**config.mk**
```make
export PLATFORM = sky130hd
export DESIGN_NAME = refresh_sched
export DESIGN_NICKNAME = d
export VERILOG_FILES = /design/src/rtl/rfsh_pkg.sv /design/src/rtl/rfsh_pacer.sv /design/src/rtl/rfsh_hold_timer.sv /design/src/rtl/refresh_sched.sv
export SDC_FILE = /design/constraint.sdc
export NUM_CORES = 1
export LEC_CHECK = 0
export ABC_AREA = 1
export CELL_PAD_IN_SITES_DETAIL_PLACEMENT = 0
export CELL_PAD_IN_SITES_GLOBAL_PLACEMENT = 1
export CORE_MARGIN = 1
export CORE_UTILIZATION = 45
export CTS_CLUSTER_SIZE = 30
export DETAILED_ROUTE_END_ITERATION = 10
export GPL_ROUTABILITY_DRIVEN = 0
export PLACE_DENSITY = 0.91
export SLEW_MARGIN = 0
export SYNTH_ARGS = -nofsm -noshare
export SYNTH_HDL_FRONTEND = slang
export SYNTH_SLANG_ARGS = --single-unit
export TNS_END_PERCENT = 20
```
**constraint.sdc**
```tcl
create_clock -name clk -period 3.4 [get_ports clk]
set_input_delay 0.68 -clock clk [delete_from_list [all_inputs] [get_ports clk]]
set_output_delay 0.68 -clock clk [all_outputs]
set_load 0.02 [all_outputs]
```
**src/rtl/rfsh_pkg.sv**
```systemverilog
package rfsh_pkg;

    typedef enum logic [2:0] {
        S_IDLE,
        S_REQ,
        S_PRECH,
        S_AREF,
        S_ARWAIT,
        S_SREN,
        S_SR,
        S_SRX
    } state_e;

    typedef enum logic [1:0] {
        CMD_DESEL,
        CMD_NOP,
        CMD_AREF
    } cmd_e;

    typedef struct packed {
        logic cs_n;
        logic ras_n;
        logic cas_n;
        logic we_n;
    } pins_t;

    // Pin levels for each command; refresh is CS, RAS, CAS low with WE high.
    function automatic pins_t encode_cmd(cmd_e c);
        pins_t p;
        unique case (c)
            CMD_DESEL: p = '{cs_n: 1'b1, ras_n: 1'b1, cas_n: 1'b1, we_n: 1'b1};
            CMD_NOP:   p = '{cs_n: 1'b0, ras_n: 1'b1, cas_n: 1'b1, we_n: 1'b1};
            CMD_AREF:  p = '{cs_n: 1'b0, ras_n: 1'b0, cas_n: 1'b0, we_n: 1'b1};
            default:   p = '{cs_n: 1'b1, ras_n: 1'b1, cas_n: 1'b1, we_n: 1'b1};
        endcase
        return p;
    endfunction

endpackage

```
**src/rtl/rfsh_pacer.sv**
```systemverilog
module rfsh_pacer #(
    parameter int unsigned TICK_CYC = 1562,
    parameter int unsigned DEBT_MAX = 8
) (
    input  logic clk,
    input  logic rst_n,
    input  logic take_one,
    input  logic drop_all,
    output logic owed
);
    localparam int unsigned TICK_W = (TICK_CYC > 2) ? $clog2(TICK_CYC) : 1;
    localparam int unsigned DEBT_W = $clog2(DEBT_MAX + 1);

    logic [TICK_W-1:0] cnt;
    logic [DEBT_W-1:0] debt;
    logic              tick;

    assign tick = (cnt == '0);

    always_ff @(posedge clk or negedge rst_n) begin
        if (!rst_n) begin
            cnt <= TICK_W'(TICK_CYC - 1);
        end else if (tick) begin
            cnt <= TICK_W'(TICK_CYC - 1);
        end else begin
            cnt <= cnt - 1'b1;
        end
    end

    always_ff @(posedge clk or negedge rst_n) begin
        if (!rst_n) begin
            debt <= '0;
        end else if (drop_all) begin
            debt <= '0;
        end else begin
            unique case ({tick, take_one})
                2'b10: if (debt != DEBT_W'(DEBT_MAX)) debt <= debt + 1'b1;
                2'b01: if (debt != '0) debt <= debt - 1'b1;
                default: debt <= debt;
            endcase
        end
    end

    assign owed = (debt != '0);

endmodule

```
**src/rtl/rfsh_hold_timer.sv**
```systemverilog
module rfsh_hold_timer #(
    parameter int unsigned CNT_W = 5
) (
    input  logic             clk,
    input  logic             rst_n,
    input  logic             load,
    input  logic [CNT_W-1:0] load_val,
    output logic             expired
);
    logic [CNT_W-1:0] cnt;

    always_ff @(posedge clk or negedge rst_n) begin
        if (!rst_n) begin
            cnt <= '0;
        end else if (load) begin
            cnt <= load_val;
        end else if (cnt != '0) begin
            cnt <= cnt - 1'b1;
        end
    end

    assign expired = (cnt == '0);

endmodule

```
**src/rtl/refresh_sched.sv**
```systemverilog
module refresh_sched
    import rfsh_pkg::*;
#(
    parameter int unsigned REF_WINDOW_CYC = 12_800_000,
    parameter int unsigned ROW_COUNT      = 8192,
    parameter int unsigned RFC_CYC        = 14,
    parameter int unsigned XSR_CYC        = 16,
    parameter int unsigned DEBT_MAX       = 8
) (
    input  logic clk,
    input  logic rst_n,
    input  logic lp_req,
    input  logic grant,
    input  logic banks_idle,
    output logic bus_req,
    output logic pchg_req,
    output logic cs_n,
    output logic ras_n,
    output logic cas_n,
    output logic we_n,
    output logic cke,
    output logic busy
);
    localparam int unsigned TICK_CYC = REF_WINDOW_CYC / ROW_COUNT;
    localparam int unsigned HOLD_MAX = (RFC_CYC > XSR_CYC) ? RFC_CYC : XSR_CYC;
    localparam int unsigned HOLD_W   = $clog2(HOLD_MAX + 1);

    state_e state, state_nx;
    cmd_e   cmd;
    pins_t  pins;

    logic              owed;
    logic              hold_done;
    logic              hold_load;
    logic [HOLD_W-1:0] hold_val;

    rfsh_pacer #(
        .TICK_CYC (TICK_CYC),
        .DEBT_MAX (DEBT_MAX)
    ) u_pacer (
        .clk      (clk),
        .rst_n    (rst_n),
        .take_one (state == S_AREF),
        .drop_all (state == S_SREN),
        .owed     (owed)
    );

    // One timer serves both NOP holds; it is armed on the way into the hold.
    assign hold_load = (state == S_AREF) || (state == S_SR && !lp_req);
    assign hold_val  = (state == S_AREF) ? HOLD_W'(RFC_CYC - 1) : HOLD_W'(XSR_CYC - 1);

    rfsh_hold_timer #(
        .CNT_W (HOLD_W)
    ) u_hold (
        .clk      (clk),
        .rst_n    (rst_n),
        .load     (hold_load),
        .load_val (hold_val),
        .expired  (hold_done)
    );

    always_ff @(posedge clk or negedge rst_n) begin
        if (!rst_n) begin
            state <= S_IDLE;
        end else begin
            state <= state_nx;
        end
    end

    always_comb begin
        state_nx = state;
        unique case (state)
            S_IDLE: begin
                if (owed || lp_req) state_nx = S_REQ;
            end
            S_REQ: begin
                if (grant) begin
                    if (!banks_idle)  state_nx = S_PRECH;
                    else if (lp_req)  state_nx = S_SREN;
                    else if (owed)    state_nx = S_AREF;
                    else              state_nx = S_IDLE;
                end
            end
            S_PRECH: begin
                if (banks_idle) state_nx = S_REQ;
            end
            S_AREF: begin
                state_nx = S_ARWAIT;
            end
            S_ARWAIT: begin
                if (hold_done) state_nx = (owed || lp_req) ? S_REQ : S_IDLE;
            end
            S_SREN: begin
                state_nx = S_SR;
            end
            S_SR: begin
                if (!lp_req) state_nx = S_SRX;
            end
            S_SRX: begin
                if (hold_done) state_nx = S_IDLE;
            end
            default: state_nx = S_IDLE;
        endcase
    end

    always_comb begin
        cmd      = CMD_DESEL;
        cke      = 1'b1;
        bus_req  = 1'b1;
        pchg_req = 1'b0;
        busy     = 1'b0;
        unique case (state)
            S_IDLE: begin
                bus_req = 1'b0;
            end
            S_REQ: begin
                cmd = CMD_DESEL;
            end
            S_PRECH: begin
                pchg_req = 1'b1;
            end
            S_AREF: begin
                cmd  = CMD_AREF;
                busy = 1'b1;
            end
            S_ARWAIT: begin
                cmd  = CMD_NOP;
                busy = 1'b1;
            end
            S_SREN: begin
                cmd  = CMD_AREF;
                cke  = 1'b0;
                busy = 1'b1;
            end
            S_SR: begin
                cmd  = CMD_NOP;
                cke  = 1'b0;
                busy = 1'b1;
            end
            S_SRX: begin
                cmd  = CMD_NOP;
                busy = 1'b1;
            end
            default: begin
                bus_req = 1'b0;
            end
        endcase
    end

    assign pins  = encode_cmd(cmd);
    assign cs_n  = pins.cs_n;
    assign ras_n = pins.ras_n;
    assign cas_n = pins.cas_n;
    assign we_n  = pins.we_n;

endmodule

```
Word level (Yosys, flattened, before mapping)
Cells that the tools add are included.
- output and inout bits: 8
- bits in registers: 23
- add/sub/neg operators: 4
- muxes and demuxes: 25
- equality and inequality tests: 20
- reductions and logical operators: 17
- operator list (cell ; count):
    $mux W3 ; 8
    $pmux W3 S8 ; 1
    $pmux W4 S2 ; 2
    $eq A3 B3 Y1 const B ; 4
    $mux W4 ; 3
    $ne A2 B2 Y1 const B ; 6
    $logic_not A11 Y1 ; 1
    $mux W11 ; 1
    $sub A11 B1 Y11 const B ; 1
    $mux W5 ; 2
    $eq A3 B2 Y1 const B ; 2
    $reduce_and A6 Y1 ; 1
    $logic_not A5 Y1 ; 1
    $mux W1 ; 5
    $reduce_bool A5 Y1 ; 1
    $reduce_or A5 Y1 ; 1
    $sub A5 B1 Y5 const B ; 1
    $add A4 B1 Y4 const B ; 1
    $eq A2 B1 Y1 const B ; 2
    $eq A2 B2 Y1 const B ; 2
    $mux W2 ; 2
    $ne A4 B4 Y1 const B ; 1
    $pmux W2 S2 ; 1
    $reduce_bool A4 Y1 ; 1
    13 further kinds ; 15

Longest topological paths before layout
- depth in word-level cells: 6
- mapped depth: 15
- depth with buffers taken out: 15

By module
Synthesis repeated with hierarchy kept, for this count alone.
- cells, all modules: 219
- area, all modules: 1641.6 µm²
- modules (own cells, without submodules) (module ; area an instance (µm²) ; times used ; cells each):
    rfsh_pacer ; 910.9 ; 1 ; 109
    refresh_sched ; 427.9 ; 1 ; 71
    rfsh_hold_timer ; 302.8 ; 1 ; 39

Worst setup path before layout
No wires, ideal clock.
- kind: register to register
- from: register u_pacer.cnt[0]
- to: register u_pacer.debt[2]
- setup time: 0.065 ns
- stages on the path, launching flop included: 14
- setup slack: 1.284 ns
- arrival time: 2.051 ns
- cell sequence: dfstp_2 -> inv_1 -> ha_1 -> nand2_2 -> nor2_4 -> nand4_4 -> ha_1 -> nand2_1 -> and2_1 -> ha_1 -> a21oi_1 -> xnor2_1 -> nand2_1 -> nand2_1
- word-level cells in the longest chain between the ends: 4
- elaborated cells on any way between the ends: 9
- classes of those cells: eq/ne: 4; mux: 2; reduce/logical: 3
- RTL lines (element ; RTL line ; RTL):
    start: declaration ; rfsh_pacer.sv:14 ; logic [TICK_W-1:0] cnt;
    start signal: assignment ; rfsh_pacer.sv:22 ; cnt <= TICK_W'(TICK_CYC - 1);
    start signal: assignment ; rfsh_pacer.sv:24 ; cnt <= TICK_W'(TICK_CYC - 1);
    start signal: assignment ; rfsh_pacer.sv:26 ; cnt <= cnt - 1'b1;
    $logic_not A11 Y1 * ; rfsh_pacer.sv:18 ; assign tick = (cnt == '0);
    $eq A2 B2 Y1 or $eq A2 B1 Y1 (tied branches) ; rfsh_pacer.sv:36 ; unique case ({tick, take_one})
    $ne A3 B1 Y1 (no source line), or another cell as far along ; n/a ;
    $reduce_and A3 Y1 (no source line) or $mux W4 (tied branches) ; n/a ;
    end signal: assignment ; rfsh_pacer.sv:37 ; 2'b10: if (debt != DEBT_W'(DEBT_MAX)) debt <= debt + 1'b1;
    end signal: assignment ; rfsh_pacer.sv:38 ; 2'b01: if (debt != '0) debt <= debt - 1'b1;
    end signal: assignment ; rfsh_pacer.sv:39 ; default: debt <= debt;
    end: declaration ; rfsh_pacer.sv:15 ; logic [DEBT_W-1:0] debt;
Every way passes the cells marked *; elsewhere a longest branch is shown, timed or not.
A chain may end at the register's enable or synchronous reset.

Worst setup path in the final report
- from: register state[2]
- to: output cs_n
- word-level cells in the longest chain between the ends: 5
- elaborated cells on any way between the ends: 11
- classes of those cells: eq/ne: 7; mux: 2; reduce/logical: 2
- RTL lines (element ; RTL line ; RTL):
    start: declaration ; refresh_sched.sv:28 ; state_e state, state_nx;
    start signal: assignment ; refresh_sched.sv:66 ; state <= state_nx;
    $eq A3 B3 Y1 or $eq A3 B2 Y1 (tied branches) ; refresh_sched.sv:112 ; unique case (state)
    $reduce_or A3 Y1 (no source line) or $reduce_or A2 Y1 (tied branches) ; n/a ;
    $pmux W2 S2 * ; refresh_sched.sv:112 ;
    $eq A2 B2 Y1 or $eq A2 B1 Y1 (tied branches) ; rfsh_pkg.sv:30 ; unique case (c)
    $pmux W4 S2 * ; rfsh_pkg.sv:30 ;
    end: declaration ; refresh_sched.sv:17 ; output logic cs_n,
Marks and branches as above.

==> metrics.md <==
| Metric | Value |
|---|---|
| Routed Antenna Nets | `0` |
| HP Class | `reg -> reg` |
| Hold_buf cts | `0` |
| Detailed Place HPWL | `~2100 um` |
| DIE HEIGHT | `a little over 60 um` |
| P_sw | `0.522 mW` |
| Cells after Synth | `210` |
| Pre-CTS setup slack | `~910 ps` |
| Number of enable flip-flop cells after synthesis | `0` |
| Max-cap violations | `0` |
| Sequential Power Share | `between 30% and 40%` |
| Vias in the first global route | `~1,100` |
| Row cnt | `21` |
| Slowest-stage cell, CP | `clkdlybuf4s50_1` |
| Residual DRC | `0` |
| Worst-path fanout max | `11` |
| Synth Register Bits | `23` |
| CTS resizes | `0` |
| Reg2reg end | `u_pacer.debt[2]` |
| Worst Skew | `around 2.8 ps` |
| Pin count of the biggest net entering global routing | `22` |
| Final-layout fill cell count | `around 360` |
| Ant diodes | `0` |
| Syn. warnings | `0` |
| Startpoint types | `flip-flop` |
| Most frequent cell after synthesis | `nand2_1` |
| Drt first-iter violations | `78` |
| Worst path required time | `2720 ps` |
| Clock power share | `between 10% and 20%` |
| Vias | `approximately 1,300` |
| Slew of the pin with the lowest slew margin | `between 900 and 1000 ps` |
| CTS tree | `built` |
| CP arrival | `2160 ps` |
| Critical Path End Type | `primary output` |
| Mapped Area | `around 0.0016 sq mm` |
| Final setup viols | `0` |
| Fraction of registers with async set/reset | `100%` |
| Drt via density | `around 4.7` |
| Synth Flop Type | `dfrtp_1` |
| Logic pwr share | `between 50 and 60%` |
| Critical-path cell list | `inv_1, nand3_1, nand2_1, ha_1, clkdlybuf4s50_1` |
| CTS max path bufs | `2` |
| Worst r2r src | `u_pacer.cnt[0]` |
| Peak supply drop | `slightly above 0.4 mV` |
| Hold slack | `~480 ps` |
| GRT Total Usage | `17.1%` |
| NumNets Final | `about 240` |
| Final worst path period need | `approximately 2800 ps` |
| DR WL/cell | `between 10 and 15 um` |
| Crit path buf inv count | `2` |
| Fin. Hold Viols | `0` |
| Synth area leaders | `dfrtp_1 (28%), nand2_1 (13%), dfstp_2 (8.3%)` |
| Cell total after placement | `264` |
| P_int | `0.636 mW` |
| Slew Limit Fails | `0` |
| Synthesized Nets | `224` |
| Grt ovf | `0` |
| FMAX | `approximately 0.35 GHz` |
| Root buf cell | `clkbuf_4` |
| RSZ-0062 raised after global routing | `false` |
| Layout area overhead | `10.4%` |
| Avg Cell Area, Syn | `7.53 sq um` |
| Hold Startpoint | `u_pacer.cnt[0]` |
| H-tree depth | `1` |
| PortBufs | `11` |
| Post-Route WL | `approximately 2700 um` |
| Worst Hold Depth | `1` |
| WS Path Type | `reg -> out` |
| Status | `finished clean` |
| CP peak stage delay | `590 ps` |
| Yosys top cell area share | `28.5%` |
| Cell taking the most area after synthesis | `dfrtp_1` |
| Drt first pass iters | `4` |
| Die W | `61.3 um` |
| Worst hold path endpoint | `u_pacer.cnt[0]` |
| Static Leakage | `between 0.9 and 1 nW` |
| Initial antenna violation count | `0` |
| Post-CTS Setup Bufs | `0` |
| Post-synthesis sequential area ratio | `between 30% and 40%` |
| CTS sink cnt | `23` |
| Post-synth cell types | `29` |
| Final WS setup | `557 ps` |
| Final Non-Filler Cells | `between 200 and 300` |
| Clock latency on the worst-skew pair | `approximately 310 ps` |
| Die area | `0.00376 sq mm` |
| Wire length of the first global-routing pass | `around 4700 um` |
| CTS Buf Count | `3` |
| Max_slew headroom | `around 36%` |
| PwrDens | `between 600 and 700 mW/mm^2` |
| Top Family by Delay on Critical Path | `buffers and inverters` |
| Post-synth top cells | `nand2_1 (53), inv_1 (29), nor2_1 (25), dfrtp_1 (18), nand3_1 (18)` |
| Top Ports | `13` |
| Setup_tns | `0 ps` |
| R2r worst-path depth | `13` |
| Core area | `between 0.003 and 0.004 sq mm` |
| Sw frac | `45.1%` |
| Fin crit share | `between 80% and 90%` |
| Reg2Reg Setup Slack | `about 1100 ps` |
| Layout cell share with drive strength beyond 1 | `around an eighth` |
| Initial Utilization | `47.0%` |
| Reg clk slew, reported paths | `around 120 ps` |
-- per-stage QoR --
stage / area [sq um] / utilization [%] / power [mW]
after floorplan: 1580 / - / 0.894
after global placement: 1720 / 51.1 / 1.04
after detailed placement: 1720 / 51.1 / 1.04
after CTS: 1750 / 51.9 / 1.18
after global routing: 1750 / 51.9 / 1.28
final: 1750 / 51.9 / 1.16
-- how the worst max path moves through the flow --
stage / to / from / cells past startpoint / slack, ps
2_1_floorplan: u_pacer.debt[2] / u_pacer.cnt[0] / 13 / 1280
3_3_place_gp: cs_n / state[2] / 5 / 960
3_5_place_dp: cs_n / state[2] / 5 / 910
4_1_cts: cs_n / state[2] / 5 / 550
5_1_grt: cs_n / state[2] / 5 / 410
6_report: cs_n / state[2] / 5 / 560
-- layer usage --
metal / wire length (um) / part of all wire (%) / track usage [%]
met4: 33 / 1.2 / 6.82
met1: 1320 / 49 / 23.7
met5: 0 / 0 / 0
met3: 66 / 2.5 / 1.89
met2: 1270 / 47 / 27.5
-- cell families after synthesis --
| logic type | count (synthesis) | share of synthesized area [%] |
|---|---|---|
| simple gates | 118 | 35.8 |
| buf+inv | 37 | 10.4 |
| flops | 23 | 36.8 |
| compound gates | 13 | 4.67 |
| xor+xnor | 9 | 4.98 |
| fa+ha+maj | 9 | 7.12 |
| other cells | 1 | 0.237 |
-- worst register-to-register path, cell delays in order, from the launching register on --
cell and delay (ps):
dfstp_2 560, inv_1 50, ha_1 230, nand2_2 150
nor2_4 60, nand4_4 110, ha_1 260, nand2_1 90
and2_1 170, ha_1 180, a21oi_1 150, xnor2_1 140
nand2_1 70, nand2_1 70
-- flip-flops by register name, indices dropped and copies added (netlist names) --
| register | cells |
|---|---|
| state | 3 |
| u_hold.cnt | 5 |
| u_pacer.cnt | 11 |
| u_pacer.debt | 4 |
-- cell usage in the layout (no fill, tap or decap), types with 5 or more instances in the layout --
cell / n
nand3_1: 18
inv_1: 29
nor2_1: 25
dfstp_2: 5
ha_1: 9
clkdlybuf4s50_1: 11
o21ai_0: 6
xor2_1: 5
nand2_1: 53
dfrtp_1: 18
-- power groups by stage --
stage	sequential, mW	clock, mW	combinational [mW]
4_1_cts	0.401	0.134	0.641
3_3_place_gp	0.405	0	0.636
3_5_place_dp	0.407	0	0.637
2_1_floorplan	0.372	0	0.522
5_1_grt	0.415	0.146	0.723
6_report	0.402	0.124	0.631
-- area by class of cell --
cell class,instances,area [sq um],area share [%]
Clock buffer,3,22.5,1.29
Clock inverter,1,5.00,0.287
Inverter,33,126,7.23
Multi-Input combinational cell,150,836,47.9
Sequential cell,23,582,33.3
Tap cell,46,57.6,3.30
Timing Repair Buffer,12,118,6.73
(Power assumes the default switching activity.)
